**config.mk**
```make
export PLATFORM = sky130hd
export DESIGN_NAME = bus_strobe_gen
export DESIGN_NICKNAME = d
export VERILOG_FILES = /design/src/rtl/bus_strobe_pkg.sv /design/src/rtl/strobe_ctrl.sv /design/src/rtl/strobe_dp.sv /design/src/rtl/reset_qual.sv /design/src/rtl/bus_strobe_gen.sv
export SDC_FILE = /design/constraint.sdc
export NUM_CORES = 1
export LEC_CHECK = 0
export BUFFER_PORTS_ARGS = -buffer_cell sky130_fd_sc_hd__buf_2
export CAP_MARGIN = 20
export CORE_MARGIN = 2
export CORE_UTILIZATION = 47
export DETAILED_ROUTE_END_ITERATION = 8
export HOLD_SLACK_MARGIN = 0.12
export PLACE_DENSITY = 0.71
export SYNTH_ARGS = -nofsm -noshare
export SYNTH_HDL_FRONTEND = slang
export SYNTH_HIERARCHICAL = 1
export SYNTH_SLANG_ARGS = --single-unit
```
**constraint.sdc**
```tcl
create_clock -name clk -period 1.2 [get_ports clk]
set_clock_uncertainty 0.05 [all_clocks]
set_input_delay 0 -clock clk [delete_from_list [all_inputs] [get_ports clk]]
set_output_delay 0 -clock clk [all_outputs]
set_load 0.01 [all_outputs]
```
**src/rtl/bus_strobe_pkg.sv**
```systemverilog
package bus_strobe_pkg;

  // Slot strobes decoded by the sequencer and consumed by the datapath.
  typedef struct packed {
    logic cycleEnd;   // last oscillator period of a machine cycle
    logic aleEarly;   // first latch slot (state 1)
    logic aleLate;    // second latch slot (state 4)
    logic psenEarly;  // first fetch window (states 1-2)
    logic psenLate;   // second fetch window (states 4-5)
  } slotT;

endpackage

```
**src/rtl/strobe_ctrl.sv**
```systemverilog
module strobe_ctrl
  import bus_strobe_pkg::*;
#(
  parameter int STATES = 6,
  parameter int PHASES = 2
) (
  input  logic clk,
  input  logic rstN,
  output slotT tm
);

  localparam int HALF = STATES / 2;
  localparam int SW   = $clog2(STATES);
  localparam int PW   = (PHASES > 1) ? $clog2(PHASES) : 1;

  logic [PW-1:0] phaseIdx;
  logic [SW-1:0] stateIdx;
  logic          lastPhase;

  assign lastPhase = (phaseIdx == PW'(PHASES - 1));

  // Divide-by-phase stage followed by the state sequencer.
  always_ff @(posedge clk or negedge rstN) begin
    if (!rstN) begin
      phaseIdx <= '0;
      stateIdx <= '0;
    end else if (lastPhase) begin
      phaseIdx <= '0;
      stateIdx <= (stateIdx == SW'(STATES - 1)) ? '0 : stateIdx + 1'b1;
    end else begin
      phaseIdx <= phaseIdx + 1'b1;
    end
  end

  always_comb begin
    tm.cycleEnd  = lastPhase && (stateIdx == SW'(STATES - 1));
    tm.aleEarly  = (stateIdx == '0);
    tm.aleLate   = (stateIdx == SW'(HALF));
    tm.psenEarly = (stateIdx < SW'(HALF - 1));
    tm.psenLate  = (stateIdx >= SW'(HALF)) && (stateIdx < SW'(STATES - 1));
  end


  state_wrap_chk: assert property (@(posedge clk) disable iff (!rstN)
    tm.cycleEnd |=> (stateIdx == '0 && phaseIdx == '0));


  slot_excl_chk: assert property (@(posedge clk) disable iff (!rstN)
    !(tm.aleEarly && tm.aleLate));

endmodule

```
**src/rtl/strobe_dp.sv**
```systemverilog
module strobe_dp
  import bus_strobe_pkg::*;
(
  input  logic clk,
  input  logic rstN,
  input  slotT tm,
  input  logic extDataReq,
  input  logic tableReadReq,
  input  logic extExec,
  input  logic aleDisable,
  output logic aleOut,
  output logic psenN
);

  logic dataFlag;
  logic tableFlag;
  logic pulse;
  logic gated;
  logic aleNext;
  logic psenNext;

  always_comb begin
    pulse    = tm.aleEarly | (tm.aleLate & ~dataFlag);
    gated    = aleDisable & ~extExec;
    aleNext  = (gated && !(dataFlag || tableFlag)) ? 1'b1 : pulse;
    psenNext = ~(extExec & ~dataFlag & (tm.psenEarly | tm.psenLate));
  end

  always_ff @(posedge clk or negedge rstN) begin
    if (!rstN) begin
      dataFlag  <= 1'b0;
      tableFlag <= 1'b0;
      aleOut    <= 1'b0;
      psenN     <= 1'b1;
    end else begin
      if (tm.cycleEnd) begin
        dataFlag  <= extDataReq;
        tableFlag <= tableReadReq;
      end
      aleOut <= aleNext;
      psenN  <= psenNext;
    end
  end


  psen_skip_chk: assert property (@(posedge clk) disable iff (!rstN)
    dataFlag |=> psenN);


  psen_internal_chk: assert property (@(posedge clk) disable iff (!rstN)
    !extExec |=> psenN);


  ale_drop_chk: assert property (@(posedge clk) disable iff (!rstN)
    (dataFlag && tm.aleLate) |=> !aleOut);


  flag_hold_chk: assert property (@(posedge clk) disable iff (!rstN)
    !$past(tm.cycleEnd) |-> $stable(dataFlag));

endmodule

```
**src/rtl/reset_qual.sv**
```systemverilog
module reset_qual #(
  parameter int QUAL_LEN = 24
) (
  input  logic clk,
  input  logic rstN,
  input  logic resetPin,
  output logic coreReset
);

  localparam int CW = $clog2(QUAL_LEN + 1);

  logic [CW-1:0] hiCnt;

  always_ff @(posedge clk or negedge rstN) begin
    if (!rstN) begin
      hiCnt     <= '0;
      coreReset <= 1'b0;
    end else if (!resetPin) begin
      hiCnt     <= '0;
      coreReset <= 1'b0;
    end else if (hiCnt == CW'(QUAL_LEN - 1)) begin
      coreReset <= 1'b1;
    end else begin
      hiCnt <= hiCnt + 1'b1;
    end
  end


  rst_release_chk: assert property (@(posedge clk) disable iff (!rstN)
    !resetPin |=> !coreReset);


  rst_rise_chk: assert property (@(posedge clk) disable iff (!rstN)
    $rose(coreReset) |-> $past(resetPin));

endmodule

```
**src/rtl/bus_strobe_gen.sv**
```systemverilog
module bus_strobe_gen
  import bus_strobe_pkg::*;
#(
  parameter int STATES      = 6,
  parameter int PHASES      = 2,
  parameter int QUAL_CYCLES = 2
) (
  input  logic clk,
  input  logic rstN,
  input  logic resetPin,
  input  logic extDataReq,
  input  logic tableReadReq,
  input  logic extExec,
  input  logic aleDisable,
  output logic aleOut,
  output logic psenN,
  output logic coreReset
);

  localparam int OSC_PER_CYCLE = STATES * PHASES;
  localparam int QUAL_LEN      = QUAL_CYCLES * OSC_PER_CYCLE;

  slotT tm;

  strobe_ctrl #(.STATES(STATES), .PHASES(PHASES)) u_ctrl (
    .clk (clk),
    .rstN(rstN),
    .tm  (tm)
  );

  strobe_dp u_dp (
    .clk         (clk),
    .rstN        (rstN),
    .tm          (tm),
    .extDataReq  (extDataReq),
    .tableReadReq(tableReadReq),
    .extExec     (extExec),
    .aleDisable  (aleDisable),
    .aleOut      (aleOut),
    .psenN       (psenN)
  );

  reset_qual #(.QUAL_LEN(QUAL_LEN)) u_rq (
    .clk      (clk),
    .rstN     (rstN),
    .resetPin (resetPin),
    .coreReset(coreReset)
  );

endmodule

```
==> results of run 1 <==
-- Yosys cell counts (all sizes together) (2+ instances only) --
| cell | number |
|---|---|
| and2 | 3 |
| ha | 2 |
| nand2 | 3 |
| o22ai | 2 |
| nor2 | 2 |
| dfrtp | 13 |
| o21ai | 3 |
| inv | 4 |
| xor2 | 2 |
| nand2b | 3 |
| nand3 | 3 |
| xnor2 | 2 |
| mux2 | 2 |
-- cells by family (layout without fill, tap and decap cells) --
| logic type | after synthesis | count (layout) | synth area share |
|---|---|---|---|
| AND/OR/NAND/NOR | 19 | 19 | 0.208 |
| adder cells (fa/ha/maj) | 2 | 2 | 0.0385 |
| XOR/XNOR | 4 | 4 | 0.0539 |
| AO/OA/AOI/OAI | 10 | 10 | 0.0962 |
| multiplexers | 2 | 2 | 0.0404 |
| flip-flops | 14 | 14 | 0.540 |
| buffers and inverters | 4 | 36 | 0.0231 |
-- worst min-delay path by stage --
stage          slack (ns)                         end  cells past startpoint
6_report             0.39        u_dp/psenN$_DFF_PN1_                      3
5_1_grt              0.42        u_dp/psenN$_DFF_PN1_                      3
4_1_cts              0.38        u_dp/psenN$_DFF_PN1_                      3
3_5_place_dp        -0.14   u_rq/hiCnt[2]$_DFFE_PN0P_                      1
3_3_place_gp        -0.14   u_rq/hiCnt[2]$_DFFE_PN0P_                      1
2_1_floorplan       -0.35  u_ctrl/lastPhase$_DFF_PN0_                      0
-- stage by stage --
| step | util | setup WS [ns] | hold WS [ns] |
|---|---|---|---|
| finish | 0.741 | -0.0137 | 0.389 |
| global route | 0.741 | -0.0707 | 0.416 |
| CTS | 0.723 | -0.00179 | 0.379 |
| detailed placement | 0.604 | -0.0311 | -0.144 |
| global placement | 0.604 | -0.0226 | -0.139 |
| floorplan | - | -0.00349 | -0.346 |
-- layout by cell type, fill, tap and decap left out, types with 2 or more instances in the layout --
master / synthesis / routed
dfrtp_1: 13 / 13
nand2_1: 2 / 2
clkbuf_4: 0 / 3
inv_1: 4 / 4
nand3_1: 3 / 2
and2_1: 2 / 2
o21ai_0: 3 / 3
xnor2_1: 2 / 2
nand2b_1: 3 / 2
ha_4: 0 / 2
o22ai_1: 2 / 2
xor2_1: 2 / 2
buf_2: 0 / 9
buf_4: 0 / 11
dlygate4sd3_1: 0 / 7
-- cell type report --
type                    count  area share
well taps                  15      0.0195
repair buffers             28       0.217
clock buffers               4      0.0376
flip-flops and latches     14       0.364
multi-input cells          37       0.346
inverters                   4      0.0156
-- worst register-to-register path, stage by stage, from the launching register on --
cell and delay [ns]:
dfrtp_1 0.43, ha_4 0.18, nand4b_4 0.13, xor2_1 0.16, and2_1 0.16
-- state kept, by name, indices dropped and copies added (netlist names) --
name / count
u_dp/psenN: 1
u_ctrl/stateIdx: 3
u_dp/tableFlag: 1
u_dp/dataFlag: 1
u_rq/coreReset: 1
u_rq/hiCnt: 5
u_dp/aleOut: 1
u_ctrl/lastPhase: 1
-- layer usage --
metal | GRT usage | up-vias
met4 | 0.0968 | 0
met5 | 0 | -
li1 | - | 254
met3 | 0.0489 | 2
met1 | 0.251 | 255
met2 | 0.316 | 15
-- power groups by stage --
stage          Clock [uW]  Combinational (uW)  Sequential [uW]
2_1_floorplan           0                21.0              505
3_3_place_gp            0                57.3              504
3_5_place_dp            0                58.0              505
4_1_cts               358                83.7              499
5_1_grt               376                 101              503
6_report              352                88.7              501
-- repair_timing --
action / 4_1_cts / 5_1_grt
resized for setup: 7 / 2
cloned: 0 / 0
hold buffers: 7 / 0
buffers inserted: 1 / 2
endpoints found under the hold margin: 24 / 0
setup endpoints to repair: 4 / 4
pin swaps: 4 / 4
==> run summary, run 1 <==
Nets - 97
Post-DP HPWL - 875 um
Crit Reg-Reg Endpoint - u_rq/hiCnt[0]$_DFFE_PN0P_
crit-path max cell delay - 0.43 ns
Final WS setup - -0.0137 ns
fmax - 0.824 GHz
met2 routed WL - 684 um
dominant cells by area after synthesis - dfrtp_1 (50%), dfstp_2 (4.0%), ha_1 (3.8%)
Peak VDD IR - 0.000679 V
Crit. Startpoint - u_rq/hiCnt[1]$_DFFE_PN0P_
net count after synthesis - 64
CORE AREA - 0.00130 mm^2
Layout Cells excl Fill - 102
CP endpoint kind - flop
Final Max Slew Viols - 0
PortBufs - 9
worst rel slew slack - 0.799
largest net degree at the start of global routing - 15
Root Buffer - clkbuf_4
post-route cell area - 965 um^2
final setup violation count - 1
sequential power share - 0.532
vias in the first global route - 476
critical path type - flop to flop
critical path's top delay family - flip-flops
EDFF count, synth - 0
Net Switching - 217 uW
actual slew at the worst max-slew pin - 0.302 ns
violated checks - negative setup slack
Yosys top cell area share - 0.500
FF+latch count, synth - 14
sequential cell area - 352 um^2
Gate power share - 0.094
clock power share - 0.374
Cells after DPL - 88
grt ovf - 0
Sw Share - 0.231
share of layout cells above drive strength 1 - 0.448
worst reg2reg path depth - 4
highest metal used - met4
max cap viols - 0
clk_lat worst skew - 0.29 ns
GRT Resource Usage Total - 0.199
Starting Density - 0.500
met1 WL - 610 um
min Tclk post-route - 1.21 ns
Hold Crit Class - input pin to flop
critical path, cell by cell - ha_4 > nand4b_4 > xor2_1 > and2_1
crit path max fanout - 5
first-pass detailed-route iteration total - 4
Ant. Diodes - 0
crit path DAT - 1.34 ns
clk buf depth - 2
DIE WIDTH - 41.2 um
GPL Wtd Cong - 0.803
Critical Path RT - 1.33 ns
Power Density - 976 mW/mm^2
initial drt markers - 11
internal power - 724 uW
synthesized area - 651 um^2
Lkg Pwr - 0.000462 uW
register area share after synthesis - 0.540
Most used DFF post-synth - dfrtp_1
number of CTS-inserted buffers - 3
total number of vias - 526
post-route ant nets - 0
area delta synth->final - 48.3%
vias per cell - 5.16
ys async rst share - 1.00
Bufs and invs on worst path - 0
Synth Area per Inst - 11.8 um^2
Routed WL - 1.37 mm
DR DRC count - 0
placed cell areas - 786 um^2
Syn Inst Count - 55
synth warn - 6
initial antenna violation count - 0
Multi-input gate area - 334 um^2
first-pass GRT wire length - 2.08 mm
Fin Setup TNS - -0.0137 ns
flop2flop setup slack - -0.01 ns
fin crit share - 1.01
Routed wire per std cell - 13.5 um
outcome - finished with violations
Critical Path Source Type - flop
CP max stage cell - dfrtp_1
Worst-path clk slew - 0.09 ns
stages on the worst setup path - 4
Yosys top cell by area - dfrtp_1
RSZ-0062 raised after global routing - yes
final hold violation count - 0
post-synth cell types - 27
DR WL met3 - 58 um
Die Ht - 41.2 um
Worst Setup EP - u_rq/hiCnt[0]$_DFFE_PN0P_
Crit Reg-Reg Startpoint - u_rq/hiCnt[1]$_DFFE_PN0P_
CTS H-tree lvls - 1
fill count - 101
row count - 13
TritonCTS Sinks - 14
io pins - 10
worst hold start - extExec
TritonCTS clock tree - yes
total power - 941 uW
Die Area - 0.00170 mm^2
Power figures use the tool's default switching activity.
==> inputs of run 2 (changes only) <==
PLACE_DENSITY = default   (was 0.71)
PLACE_DENSITY_LB_ADDON = 0.08   (was default)
==> run summary, run 2 (synthesis results as in run 1) <==
Die Ht - 41.2 um (unchanged)
Worst-path clk slew - 0.08 ns (about the same)
violated checks - negative setup slack
total number of vias - 519 (-1.3%)
Power Density - 963 mW/mm^2 (-1.3%)
Nets - 96 (-1.0%)
RSZ-0062 raised after global routing - yes
Hold Crit Class - input pin to flop
critical path's top delay family - flip-flops
Critical Path Source Type - flop
vias per cell - 5.14 (-0.35%)
area delta synth->final - 46.2%
Cells after DPL - 88 (unchanged)
met2 routed WL - 634 um (-7.3%)
first-pass detailed-route iteration total - 4 (unchanged)
outcome - finished with violations
io pins - 10 (unchanged)
DR DRC count - 0 (unchanged)
first-pass GRT wire length - 1.89 mm (-9.0%)
most frequent cells in the layout - dfrtp_1 (13), buf_4 (11), buf_2 (9)
Bufs and invs on worst path - 0 (unchanged)
critical path type - flop to flop
TritonCTS clock tree - yes
Final Core Density - 0.731 (-0.0106)
Die Area - 0.00170 mm^2 (unchanged)
clk_lat worst skew - 0.28 ns (about the same)
DIE WIDTH - 41.2 um (unchanged)
GPL Wtd Cong - 0.668 (-17%)
Final WS setup - -0.0106 ns (+0.00310 ns)
vias in the first global route - 472 (-0.84%)
Crit Reg-Reg Startpoint - u_ctrl/stateIdx[1]$_DFFE_PN0P_
PortBufs - 9 (unchanged)
Lkg Pwr - 0.000461 uW (about the same)
max FFs per register - 5 (unchanged)
fin crit share - 1.01 (-0.00258)
initial antenna violation count - 0 (unchanged)
final setup violation count - 1 (unchanged)
worst rel slew slack - 0.795 (-0.00344)
largest net degree at the start of global routing - 15 (unchanged)
share of layout cells above drive strength 1 - 0.430 (-0.0180)
CP endpoint kind - flop
final hold violation count - 0 (unchanged)
number of CTS-inserted buffers - 3 (unchanged)
Layout Cells excl Fill - 101 (-0.98%)
post-route ant nets - 0 (unchanged)
Post-DP HPWL - 794 um (-9.2%)
TritonCTS Sinks - 14 (unchanged)
Multi-input gate area - 332 um^2 (-0.75%)
crit-path max cell delay - 0.40 ns (-0.03 ns)
fmax - 0.826 GHz (+0.26%)
CP max stage cell - dfrtp_1
max cap viols - 0 (unchanged)
initial drt markers - 3 (-8)
Routed wire per std cell - 12.7 um (-5.6%)
Root Buffer - clkbuf_4
Critical Path RT - 1.36 ns (+0.03 ns)
Largest regs - u_rq/hiCnt (5), u_ctrl/stateIdx (3)
Ant. Diodes - 0 (unchanged)
highest metal used - met4
grt ovf - 0 (unchanged)
crit path DAT - 1.37 ns (+0.03 ns)
Starting Density - 0.500 (unchanged)
fill count - 97 (-4.0%)
CORE AREA - 0.00130 mm^2 (unchanged)
Routed WL - 1.28 mm (-6.6%)
met1 WL - 585 um (-4.1%)
sequential cell area - 352 um^2 (unchanged)
commonest non-fill, non-tap cell in the layout - dfrtp_1
Final Max Slew Viols - 0 (unchanged)
min Tclk post-route - 1.21 ns (-0.00310 ns)
Crit. Startpoint - u_ctrl/stateIdx[1]$_DFFE_PN0P_
row count - 13 (unchanged)
DR WL met3 - 48 um (-17%)
critical path, cell by cell - and2_4 > ha_4 > a21oi_2 > o22ai_1 > o211ai_1
Peak VDD IR - 0.000865 V (+27%)
crit path max fanout - 3 (-2)
Biggest register - u_rq/hiCnt
actual slew at the worst max-slew pin - 0.307 ns (+0.00517 ns)
GRT Resource Usage Total - 0.185 (-0.0145)
clk buf depth - 2 (unchanged)
worst hold start - extExec
CTS H-tree lvls - 1 (unchanged)
[run 2: final timing paths]
path / end / slack, ns / cells past startpoint
setup / recovery: u_dp/psenN$_DFF_PN1_ / -0.01 / 5
hold / removal: u_dp/psenN$_DFF_PN1_ / 0.39 / 3
setup reg to reg: u_dp/psenN$_DFF_PN1_ / -0.01 / 5
hold reg to reg: u_rq/coreReset$_DFFE_PN0P_ / 0.49 / 2
max in group asynchronous: u_dp/psenN$_DFF_PN1_ / 0.18 / 3
min in group asynchronous: u_rq/coreReset$_DFFE_PN0P_ / 0.64 / 3
[run 2: layout make-up]
type,count,area share
sequential,14,0.370
inverter,4,0.0158
timing repair buffer,27,0.208
tap,15,0.0197
clock buffer,4,0.0382
multi-input combinational,37,0.349
[run 2: tightest hold or removal path: stages]
cell and delay [ns]:
dlygate4sd3_1 0.52, buf_2 0.12, o211ai_1 0.08
[run 2: what timing repair did]
item                                   CTS  global route
hold buffers                             7             0
endpoints found under the hold margin   24             0
buffers inserted                         2             0
gates resized for setup                  5             4
pin swaps                                2             5
setup endpoints to repair                6             8
[run 2: routing by layer]
layer | track usage | up-vias
li1 | - | 258
met1 | 0.214 | 247
met2 | 0.297 | 12
met3 | 0.0489 | 2
met4 | 0.121 | 0
met5 | 0 | -
[run 2: report_power, final]
| part | switching (uW) | total, uW | leakage [uW] | internal (uW) |
|---|---|---|---|---|
| combinational | 33.1 | 82.5 | 0.000265 | 49.5 |
| sequential | 12.4 | 498 | 0.000176 | 486 |
| clock | 150 | 335 | 0.0000210 | 185 |
| total | 196 | 916 | 0.000461 | 720 |
[run 2: stage by stage]
step | area [um^2] | total power (uW) | hold slack (ns) | TNS (ns) | setup slack, ns
global route | 951 | 958 | 0.403 | -0.162 | -0.0974
detailed placement | 786 | 565 | -0.141 | -0.0716 | -0.0464
floorplan | 654 | 526 | -0.346 | -0.00349 | -0.00349
finish | 951 | 916 | 0.394 | -0.0106 | -0.0106
global placement | 786 | 565 | -0.141 | -0.0459 | -0.0388
CTS | 931 | 922 | 0.395 | -0.0548 | -0.0406
==> inputs of run 3 (changes only) <==
CELL_PAD_IN_SITES_DETAIL_PLACEMENT = 0   (was default)
CELL_PAD_IN_SITES_GLOBAL_PLACEMENT = 1   (was default)
CORE_ASPECT_RATIO = 1.25   (was default)
CORE_UTILIZATION = 37   (was 47)
==> run summary, run 3 (synthesis results as in run 1) <==
fmax - 0.834 GHz (+0.96%)
critical path, cell by cell - and2_4 > ha_4 > a21oi_2 > o22ai_1 > o211ai_1
io pins - 10 (unchanged)
WHS - 0.402 ns (+0.00859 ns)
Routed WL - 1.24 mm (-3.3%)
Hold Path Depth - 3 (unchanged)
largest net degree at the start of global routing - 15 (unchanged)
total number of vias - 514 (-0.96%)
CP endpoint kind - flop
DR DRC count - 0 (unchanged)
most frequent cells in the layout - dfrtp_1 (13), buf_4 (12), buf_2 (9)
final hold violation count - 0 (unchanged)
Peak VDD IR - 0.000521 V (-40%)
vias in the first global route - 534 (+13%)
post-route ant nets - 0 (unchanged)
CP max stage cell - dfrtp_1
Final WS setup - 0.000810 ns (+0.0115 ns)
commonest non-fill, non-tap cell in the layout - dfrtp_1
number of CTS-inserted buffers - 3 (unchanged)
Sw Share - 0.212 (-0.00151)
initial antenna violation count - 0 (unchanged)
internal power - 719 uW (about the same)
area delta synth->final - 48.1%
initial drt markers - 1 (-2)
stages on the worst setup path - 5 (unchanged)
sequential power share - 0.546 (+0.002)
crit-path max cell delay - 0.41 ns (about the same)
Bufs and invs on worst path - 0 (unchanged)
max FFs per register - 5 (unchanged)
CTS H-tree lvls - 1 (unchanged)
Hold Crit Class - input pin to flop
final setup violation count - 0 (-1)
Final Max Slew Viols - 0 (unchanged)
Place WS - -0.0427 ns (+0.00370 ns)
worst hold start - extExec
crit path DAT - 1.35 ns (-0.02 ns)
clk buf depth - 2 (unchanged)
GPL Wtd Cong - 0.724 (+8.4%)
Lkg Pwr - 0.000464 uW (+0.51%)
worst rel slew slack - 0.787 (-0.00873)
Die Area - 0.00211 mm^2 (+24%)
critical path's top delay family - flip-flops
Nets - 97 (+1.0%)
Routed wire per std cell - 11.8 um (-7.0%)
TritonCTS clock tree - yes
TritonCTS Sinks - 14 (unchanged)
max cap viols - 0 (unchanged)
first-pass detailed-route iteration total - 4 (unchanged)
Die Ht - 50.9 um (+23%)
fill count - 142 (+46%)
vias per cell - 4.90 (-4.7%)
Critical Path RT - 1.35 ns (about the same)
Power Density - 948 mW/mm^2 (-1.6%)
clock power share - 0.365 (about the same)
min Tclk post-route - 1.20 ns (-0.0115 ns)
grt ovf - 0 (unchanged)
critical path type - flop to flop
outcome - finished, final reports clean
Root Buffer - clkbuf_4
Net Switching - 194 uW (-0.98%)
worst reg2reg path depth - 5 (unchanged)
DIE WIDTH - 41.5 um (+0.73%)
Gate power share - 0.089 (about the same)
Crit Reg-Reg Startpoint - u_ctrl/stateIdx[0]$_DFFE_PN0P_
CORE AREA - 0.00160 mm^2 (+23%)
actual slew at the worst max-slew pin - 0.320 ns (+0.0131 ns)
Post-DP HPWL - 871 um (+9.7%)
row count - 16 (+3)
Multi-input gate area - 333 um^2 (+0.38%)
Largest regs - u_rq/hiCnt (5), u_ctrl/stateIdx (3)
RSZ-0062 raised after global routing - yes
clk_lat worst skew - 0.27 ns (about the same)
crit path max fanout - 3 (unchanged)
Worst-path clk slew - 0.08 ns (about the same)
fin crit share - 0.999 (-0.00955)
share of layout cells above drive strength 1 - 0.437 (+0.00655)
GRT Resource Usage Total - 0.136 (-0.0491)
Ant. Diodes - 0 (unchanged)
Crit. Startpoint - u_ctrl/stateIdx[0]$_DFFE_PN0P_
PortBufs - 9 (unchanged)
Final Core Density - 0.602 (-0.129)
Starting Density - 0.406 (-0.0938)
Critical Path Source Type - flop
first-pass GRT wire length - 2.21 mm (+17%)
sequential cell area - 352 um^2 (unchanged)
Biggest register - u_rq/hiCnt
==> run 3: changes by cell type in the layout (fill, tap and decap cells not counted) <==
cell / change
buf_4: +1
nand2b_1: -1
nand2b_4: +1
o22ai_1: +1
o22ai_2: -1
==> run 3: what timing repair did <==
action | 4_1_cts | 5_1_grt
gates cloned | 0 | 0
pin swaps | 3 | 6
hold endpoints to repair | 24 | 0
hold buffers | 7 | 0
buffers inserted | 1 | 2
gates resized for setup | 6 | 3
setup endpoints to repair | 4 | 4
==> run 3: per-stage QoR <==
step	setup TNS [ns]	instances	area, um^2	total power, uW
final	0	105	963	913
after global routing	-0.0859	105	963	963
after CTS	-0.0121	103	935	928
after detailed placement	-0.0712	91	790	566
after global placement	-0.0805	91	790	566
after floorplan	-0.00349	55	654	526
==> run 3: final timing paths <==
check,to,slack (ns)
min in group asynchronous,u_rq/hiCnt[2]$_DFFE_PN0P_,0.65
hold reg to reg,u_rq/coreReset$_DFFE_PN0P_,0.47
setup / recovery,u_dp/psenN$_DFF_PN1_,0.0008
setup reg to reg,u_dp/psenN$_DFF_PN1_,0.0008
hold / removal,u_dp/psenN$_DFF_PN1_,0.40
max in group asynchronous,u_dp/psenN$_DFF_PN1_,0.15
==> run 3: power by group through the flow <==
stage | clock network (uW) | logic [uW] | registers (uW)
3_5_place_dp | 0 | 61.1 | 505
2_1_floorplan | 0 | 21.0 | 505
6_report | 333 | 81.6 | 498
3_3_place_gp | 0 | 61.1 | 505
5_1_grt | 369 | 93.4 | 501
4_1_cts | 352 | 79.3 | 496
==> run 3: worst min-delay path, stage by stage <==
cell and delay (ns):
dlygate4sd3_1 0.52, buf_2 0.12, o211ai_1 0.08
==> run 3: area by class of cell <==
| class | instances | share of cell area |
|---|---|---|
| Sequential cell | 14 | 0.365 |
| Multi-Input combinational cell | 37 | 0.345 |
| Timing Repair Buffer | 28 | 0.213 |
| Clock buffer | 4 | 0.0377 |
| Tap cell | 18 | 0.0234 |
| Inverter | 4 | 0.0156 |
==> run 3: metal layers <==
metal | up-vias | track usage | share of wire
li1 | 255 | - | -
met1 | 250 | 0.160 | 0.43
met2 | 9 | 0.247 | 0.54
met3 | 0 | 0.0212 | 0.030
met4 | 0 | 0.0484 | 0
met5 | - | 0 | 0
